### config.mk
export PLATFORM = sky130hd
export DESIGN_NAME = irq_ctrl_regs
export DESIGN_NICKNAME = d
export VERILOG_FILES = /design/src/rtl/irq_regs_pkg.sv /design/src/rtl/irq_reg_decode.sv /design/src/rtl/irq_event_latch.sv /design/src/rtl/irq_read_port.sv /design/src/rtl/irq_ctrl_regs.sv
export SDC_FILE = /design/constraint.sdc
export NUM_CORES = 1
export LEC_CHECK = 0
export BUFFER_PORTS_ARGS = -buffer_cell sky130_fd_sc_hd__buf_2
export CAP_MARGIN = 20
export CORE_UTILIZATION = 50
export CTS_BUF_LIST = sky130_fd_sc_hd__clkbuf_4 sky130_fd_sc_hd__clkbuf_8
export CTS_CLUSTER_SIZE = 8
export DETAILED_ROUTE_END_ITERATION = 12
export PLACE_DENSITY = 0.91
export REMOVE_ABC_BUFFERS = 1
export SLEW_MARGIN = 10
export SYNTH_ARGS = -nofsm -noshare
export SYNTH_HDL_FRONTEND = slang
export SYNTH_SLANG_ARGS = --single-unit
### constraint.sdc
create_clock -name clk_i -period 1.5 [get_ports clk_i]
set_input_delay 0.375 -clock clk_i [delete_from_list [all_inputs] [get_ports clk_i]]
set_output_delay 0.375 -clock clk_i [all_outputs]
set_load 0.005 [all_outputs]
### src/rtl/irq_regs_pkg.sv
package irq_regs_pkg;
  localparam int NUM_SRC   = 12;
  localparam int NUM_WHY   = 13;
  localparam int ADDR_W    = 6;
  localparam int DATA_W    = 32;
  localparam int A_MASK    = 0;
  localparam int A_STAT    = 1;
  localparam int A_RAW     = 2;
  localparam int A_CLR_ALL = 3;
  localparam int A_WHY     = 4;
  localparam int A_CLR_0   = 8;
  localparam int SRC_ABT   = 6;

  typedef enum logic [1:0] {
    RD_NONE = 2'd0,
    RD_REG  = 2'd1,
    RD_BIT  = 2'd2
  } rd_kind_e;
endpackage

### src/rtl/irq_reg_decode.sv
module irq_reg_decode
  import irq_regs_pkg::*;
(
  input  logic               clk_i,
  input  logic               rst_ni,
  input  logic               reg_en_i,
  input  logic               reg_we_i,
  input  logic [ADDR_W-1:0]  reg_addr_i,
  input  logic [NUM_SRC-1:0] wdata_i,
  output logic [NUM_SRC-1:0] sel_src_o,
  output logic [NUM_SRC-1:0] clr_src_o,
  output logic               clr_why_o,
  output logic [NUM_SRC-1:0] mask_o
);
  logic rd, wr, hit_all;

  assign rd      = reg_en_i & ~reg_we_i;
  assign wr      = reg_en_i &  reg_we_i;
  assign hit_all = (reg_addr_i == ADDR_W'(A_CLR_ALL));

  for (genvar k = 0; k < NUM_SRC; k++) begin : g_sel
    assign sel_src_o[k] = (reg_addr_i == ADDR_W'(A_CLR_0 + k));
    assign clr_src_o[k] = rd & (sel_src_o[k] | hit_all);
  end

  assign clr_why_o = clr_src_o[SRC_ABT];

  always_ff @(posedge clk_i or negedge rst_ni) begin
    if (!rst_ni)                                  mask_o <= '0;
    else if (wr && reg_addr_i == ADDR_W'(A_MASK)) mask_o <= wdata_i;
  end
endmodule

### src/rtl/irq_event_latch.sv
module irq_event_latch
  import irq_regs_pkg::*;
(
  input  logic               clk_i,
  input  logic               rst_ni,
  input  logic [NUM_SRC-1:0] evt_i,
  input  logic [NUM_WHY-1:0] why_i,
  input  logic [NUM_SRC-1:0] clr_src_i,
  input  logic               clr_why_i,
  output logic [NUM_SRC-1:0] raw_o,
  output logic [NUM_WHY-1:0] why_o
);
  // set dominates clear: a colliding event is kept
  for (genvar k = 0; k < NUM_SRC; k++) begin : g_raw
    always_ff @(posedge clk_i or negedge rst_ni) begin
      if (!rst_ni)          raw_o[k] <= 1'b0;
      else if (evt_i[k])    raw_o[k] <= 1'b1;
      else if (clr_src_i[k]) raw_o[k] <= 1'b0;
    end
  end

  logic [NUM_WHY-1:0] why_set;
  assign why_set = evt_i[SRC_ABT] ? why_i : '0;

  always_ff @(posedge clk_i or negedge rst_ni) begin
    if (!rst_ni)        why_o <= '0;
    else if (clr_why_i) why_o <= why_set;
    else                why_o <= why_o | why_set;
  end
endmodule

### src/rtl/irq_read_port.sv
module irq_read_port
  import irq_regs_pkg::*;
(
  input  logic               clk_i,
  input  logic               rst_ni,
  input  logic               reg_en_i,
  input  logic               reg_we_i,
  input  logic [ADDR_W-1:0]  reg_addr_i,
  input  logic [NUM_SRC-1:0] sel_src_i,
  input  logic [NUM_SRC-1:0] raw_i,
  input  logic [NUM_SRC-1:0] mask_i,
  input  logic [NUM_WHY-1:0] why_i,
  output logic [DATA_W-1:0]  rdata_o
);
  logic [DATA_W-1:0] rd_val;
  rd_kind_e          kind;

  always_comb begin
    kind   = RD_NONE;
    rd_val = '0;
    if (|sel_src_i) kind = RD_BIT;
    unique case (reg_addr_i)
      ADDR_W'(A_MASK):    begin kind = RD_REG; rd_val = DATA_W'(mask_i); end
      ADDR_W'(A_STAT):    begin kind = RD_REG; rd_val = DATA_W'(raw_i & mask_i); end
      ADDR_W'(A_RAW),
      ADDR_W'(A_CLR_ALL): begin kind = RD_REG; rd_val = DATA_W'(raw_i); end
      ADDR_W'(A_WHY):     begin kind = RD_REG; rd_val = DATA_W'(why_i); end
      default: ;
    endcase
    if (kind == RD_BIT) rd_val = DATA_W'(|(sel_src_i & raw_i));
  end

  always_ff @(posedge clk_i or negedge rst_ni) begin
    if (!rst_ni)                    rdata_o <= '0;
    else if (reg_en_i && !reg_we_i) rdata_o <= rd_val;
  end
endmodule

### src/rtl/irq_ctrl_regs.sv
module irq_ctrl_regs
  import irq_regs_pkg::*;
(
  input  logic               clk_i,
  input  logic               rst_ni,
  input  logic [NUM_SRC-1:0] evt_i,
  input  logic [NUM_WHY-1:0] abt_why_i,
  input  logic               reg_en_i,
  input  logic               reg_we_i,
  input  logic [ADDR_W-1:0]  reg_addr_i,
  input  logic [DATA_W-1:0]  reg_wdata_i,
  output logic [DATA_W-1:0]  reg_rdata_o,
  output logic               irq_o
);
  logic [NUM_SRC-1:0] sel_src, clr_src, mask_q, raw_q;
  logic [NUM_WHY-1:0] why_q;
  logic               clr_why;
  logic               unused_wdata;

  assign unused_wdata = ^reg_wdata_i[DATA_W-1:NUM_SRC];

  irq_reg_decode u_dec (
    .clk_i, .rst_ni, .reg_en_i, .reg_we_i, .reg_addr_i,
    .wdata_i   (reg_wdata_i[NUM_SRC-1:0]),
    .sel_src_o (sel_src),
    .clr_src_o (clr_src),
    .clr_why_o (clr_why),
    .mask_o    (mask_q)
  );

  irq_event_latch u_lat (
    .clk_i, .rst_ni, .evt_i,
    .why_i     (abt_why_i),
    .clr_src_i (clr_src),
    .clr_why_i (clr_why),
    .raw_o     (raw_q),
    .why_o     (why_q)
  );

  irq_read_port u_rd (
    .clk_i, .rst_ni, .reg_en_i, .reg_we_i, .reg_addr_i,
    .sel_src_i (sel_src),
    .raw_i     (raw_q),
    .mask_i    (mask_q),
    .why_i     (why_q),
    .rdata_o   (reg_rdata_o)
  );

  assign irq_o = |(raw_q & mask_q);
endmodule

Word level (Yosys, flattened, before mapping)
Cells that the tools add are included.
- equality and inequality tests: 17
- mux-type cells: 30
- bitwise gates (word level): 31
- reduce and logical (&&, ||, !) cells: 21
- operator list (operator ; number):
    32-bit one-hot mux with 4 select lines ; 1
    6-bit by 4-bit equality test with 1-bit output, second input constant ; 8
    12-bit bitwise AND ; 3
    12-bit OR reduction ; 3
    32-bit 2-to-1 mux ; 1
    13-bit 2-to-1 mux ; 2
    6-bit by 5-bit equality test with 1-bit output, second input constant ; 4
    1-bit 2-to-1 mux ; 24
    2-bit nonzero test ; 12
    1-bit bitwise AND ; 14
    13-bit OR ; 1
    6-bit by 2-bit equality test with 1-bit output, second input constant ; 2
    1-bit OR ; 12
    6-bit by 1-bit equality test with 1-bit output, second input constant ; 1
    6-bit by 3-bit equality test with 1-bit output, second input constant ; 1
    6-bit zero test ; 1
    5-bit OR reduction ; 1
    2-bit 2-to-1 mux ; 2
    2-bit equality test, second input constant ; 1
    1-bit logical AND ; 2
    2-bit OR reduction ; 1
    1-bit zero test ; 1
    1-bit inverter ; 1
- input bits: 67
- flip-flop bits (word level): 69

Logic depth before layout (Yosys ltp)
- depth in word-level cells: 6
- depth in mapped cells: 7
- gate-level depth less buffers: 5

Cells and area by module
A second synthesis with hierarchy kept.
- cell total of the unflattened synthesis: 286
- area, all modules: 2782.7 µm²
- by module, submodules not included (module ; times used ; cells an instance ; area an instance (µm²)):
    irq_event_latch ; 1 ; 90 ; 979.7
    irq_read_port ; 1 ; 110 ; 948.4
    irq_reg_decode ; 1 ; 79 ; 778.2
    irq_ctrl_regs ; 1 ; 7 ; 76.3

Worst setup path after synthesis
Ideal clock, no wire load.
- kind: input-to-reg
- start point: input reg_addr_i[2]
- end point: register u_dec.mask_o[10]
- arrival: 1.396 ns
- path buffers: 2
- stages on the path: 6
- setup slack: -0.021 ns
- cells stage by stage: buf_6 nor2_4 nand2_2 or2_4 buf_6 mux2_4
- cells in the longest elaborated chain, start to end: 2
- ends and longest elaborated chain (element ; RTL line ; source):
    from (decl) ; irq_ctrl_regs.sv:10 ; input logic [ADDR_W-1:0] reg_addr_i,
    6-bit zero test ; irq_reg_decode.sv:30 ; else if (wr && reg_addr_i == ADDR_W'(A_MASK)) mask_o <= wdata_i;
    1-bit logical AND ; irq_reg_decode.sv:30 ;
    to (signal assigned) ; irq_reg_decode.sv:30 ;
    to (decl) ; irq_reg_decode.sv:13 ; output logic [NUM_SRC-1:0] mask_o
Every way passes these cells.
A chain may end at the register's enable or synchronous reset.

Final worst setup path
- start point: register u_lat.raw_o[8]
- end point: output irq_o
- cells in the longest elaborated chain, start to end: 2
- ends and longest elaborated chain (element ; RTL line ; source):
    from (decl) ; irq_event_latch.sv:10 ; output logic [NUM_SRC-1:0] raw_o,
    from (signal, indexed assignment) ; irq_event_latch.sv:16 ; if (!rst_ni) raw_o[k] <= 1'b0;
    from (signal, indexed assignment) ; irq_event_latch.sv:17 ; else if (evt_i[k]) raw_o[k] <= 1'b1;
    from (signal, indexed assignment) ; irq_event_latch.sv:18 ; else if (clr_src_i[k]) raw_o[k] <= 1'b0;
    12-bit bitwise AND ; irq_ctrl_regs.sv:49 ; assign irq_o = |(raw_q & mask_q);
    12-bit OR reduction ; irq_ctrl_regs.sv:49 ;
    to (decl) ; irq_ctrl_regs.sv:13 ; output logic irq_o
Every way passes these cells.

==> flow_summary.json <==
{
  "cts-buffers-inserted": 5,
  "synth_area_per_cell_sq_um": 10.3,
  "wl_per_cell_microns": 15.8,
  "setup_slack_ns": -0.370,
  "finish.utilization_pct": 68.4,
  "clock_latency_ns": 0.31,
  "status": "finished with violations",
  "ios": 100,
  "gr-total-overflow": 0,
  "startpoint_type": "register",
  "syn_inst": 252,
  "ys_seq_area_share_pct": 48.0,
  "violations": "setup timing",
  "viasPerCell": 5.46,
  "firstDrtPassIters": 4,
  "synthDistinctLibCells": 40,
  "drive_above_1_share_pct": 38.7,
  "fin_nets": 417,
  "critical_path_class": "register to output port",
  "numClockSinks": 50,
  "synth_edf_count": 0,
  "synthArstFlopShare_pct": 100,
  "power.density_nw_per_um2": 876,
  "maxCapViolations": 0,
  "htree_levels": 2,
  "hpwlAfterDp_microns": 4950,
  "synth_seq_cells": 50,
  "post-route-period-util_pct": 125,
  "cp_slowest_cell": "dfrtp_1",
  "p_leak_nw": 1.60,
  "port_buffers": 60,
  "fin_cells": 418,
  "critPathRequiredTime_ns": 1.12,
  "worstPathArrival_ns": 1.49,
  "rsz0062_at_grt": "true",
  "finClkSkew_ns": 0.0127,
  "grt_max_degree": 51,
  "p_total_w": 0.00292,
  "die_area_sq_um": 5500,
  "drtIter0Drc": 175,
  "place_inst": 408,
  "finalWeightedCongestion": 0.950,
  "drc": 0,
  "antenna-diode-count": 0,
  "cts_tree": "yes",
  "synth_warnings": 0,
  "peakVddDrop_v": 0.000567,
  "die_h_microns": 74.2,
  "setup_viol": 1,
  "layout_min_cycle_time_ns": 1.87,
  "path_cells": "a22o_1, a221oi_2, nand3_1, buf_2",
  "hold_class": "primary input to asynchronous set/reset pin",
  "grt_pass1_vias": 2242,
  "slew_viol_final": 0,
  "syn_area_sq_um": 2600,
  "cts_buffer_depth": 2,
  "die_w_microns": 74.2,
  "drt_wl_total_microns": 6620,
  "cp_max_fo": 2,
  "initial_core_util_pct": 53.4,
  "antenna_found_initial": 0,
  "fmax_mhz": 535,
  "area_delta_synth_final_pct": 28.1,
  "crit_buf_inv": 1,
  "vias": 2282,
  "clkTransAtPathRegs_ns": 0.10,
  "grt.total_usage_pct": 27.1,
  "cp_slowest_stage_delay_ns": 0.39,
  "grt_pass1_wl_microns": 10900,
  "root_buffer": "clkbuf_8",
  "rows": 25,
  "crit_path_end_kind": "output port",
  "core_sq_um": 4880,
  "hold_viol_final": 0,
  "synth_flop_cell": "dfrtp_1",
  "critical-path-top-delay-family": "compound AO/OA/AOI/OAI gates",
  "antenna_left": 0
}
## per-stage QoR
step	worst slack, ns	hold WS, ns	cell area, sq um	TNS [ns]
global route	-0.429	0.0432	3340	-0.429
floorplan	0.0243	0.0794	2430	0
global placement	-0.0988	0.377	3180	-1.93
finish	-0.370	0.0277	3340	-0.370
CTS	-0.312	0.0391	3330	-0.312
detailed placement	-0.157	0.383	3180	-3.43
## cells in the final DEF, fill, tap and decap left out, types with 2 or more instances in the layout
cell type,count
mux2_4,10
a21o_1,12
a221oi_2,3
nor3_1,5
a211o_1,2
dfrtp_1,50
mux2i_1,2
o21ai_0,20
nand3_1,4
clkbuf_8,6
conb_1,19
a31oi_1,2
a22o_1,16
nor2b_1,4
nand4_1,2
nor2_4,2
nor2_1,18
and3_1,3
mux2_2,2
buf_12,2
buf_4,45
buf_2,60
a21oi_1,13
o22ai_1,11
nand2_1,18
nand2b_1,4
## path summary, 6_finish.rpt
path,start,end,slack (ns),cells past startpoint
setup / recovery,u_lat.raw_o[8],irq_o,-0.37,4
hold / removal,rst_ni,u_rd.rdata_o[12],0.03,2
hold reg to reg,u_rd.rdata_o[6],u_rd.rdata_o[6],0.48,2
min in group clk_i,evt_i[0],u_lat.raw_o[0],0.24,2
max in group asynchronous,rst_ni,u_lat.raw_o[3],1.23,2
setup reg to reg,u_lat.raw_o[5],u_rd.rdata_o[0],0.09,6
## state kept, by name (all words and copies together) (netlist names)
| register | count |
|---|---|
| u_rd.rdata_o | 13 |
| u_dec.mask_o | 12 |
| u_lat.why_o | 13 |
| u_lat.raw_o | 12 |
## cell usage after synthesis (3+ instances only)
master / instances / share of area, %
buf_2: 4 / 0.77
o22ai_1: 11 / 2.6
buf_6: 4 / 1.7
mux2_4: 10 / 5.8
nand2_1: 18 / 2.6
dfrtp_1: 50 / 48
a21o_1: 12 / 3.5
a22o_1: 16 / 5.4
nor2_1: 18 / 2.6
nand3_1: 4 / 0.77
buf_4: 20 / 5.8
and3_1: 3 / 0.72
a221oi_1: 3 / 1.0
o21ai_0: 20 / 3.8
a21oi_1: 13 / 2.5
clkbuf_1: 6 / 0.86
nor3_1: 5 / 0.96
nand2b_1: 4 / 0.96
nor2b_1: 4 / 0.96
## worst register-to-register path: cells and delay by family (launching register included)
kind                   cells  cell delay, ns
and+or+nand+nor            2            0.18
buffers and inverters      1            0.13
AOI/OAI and AO/OA          3            0.64
DFF                        1            0.38
## cell type report
cell class                      count  area, sq um
Timing Repair Buffer              107          678
Clock buffer                        6         82.6
Fill cell                         390         1540
Clock inverter                      2         38.8
Sequential cell                    50         1250
Tap cell                           67         83.8
Multi-Input combinational cell    186         1200
## metal layers
metal / wire (microns) / track usage (%) / part of all wire [%]
met4: 136 / 11.3 / 2.1
met1: 2920 / 36.6 / 44
met3: 374 / 5.15 / 5.6
met2: 3190 / 42.9 / 48
met5: 0 / 0 / 0
## power breakdown
group,leakage [nW],switching [W],internal [W]
Clock,0.0618,0.000467,0.000549
Combinational,0.973,0.000228,0.000241
Sequential,0.564,0.0000396,0.00140
Total,1.60,0.000735,0.00219
## cells by family (layout without fill, tap and decap cells)
group                  count (synthesis)  in the layout  synth area share (%)
AOI/OAI and AO/OA                     85             85                  22.0
buffers and inverters                 34            115                  9.13
DFF                                   50             50                  48.0
muxes                                 14             14                  7.40
other                                  1             19                 0.144
and+or+nand+nor                       68             68                  13.3
## timing repair
action | CTS | global route
setup endpoints to repair | 1 | 1
pin swaps | 2 | 1
gates cloned | 0 | 0
buffers inserted | 1 | 1
gates resized for setup | 3 | 0
hold buffers | 0 | 0
Power figures use the tool's default switching activity.
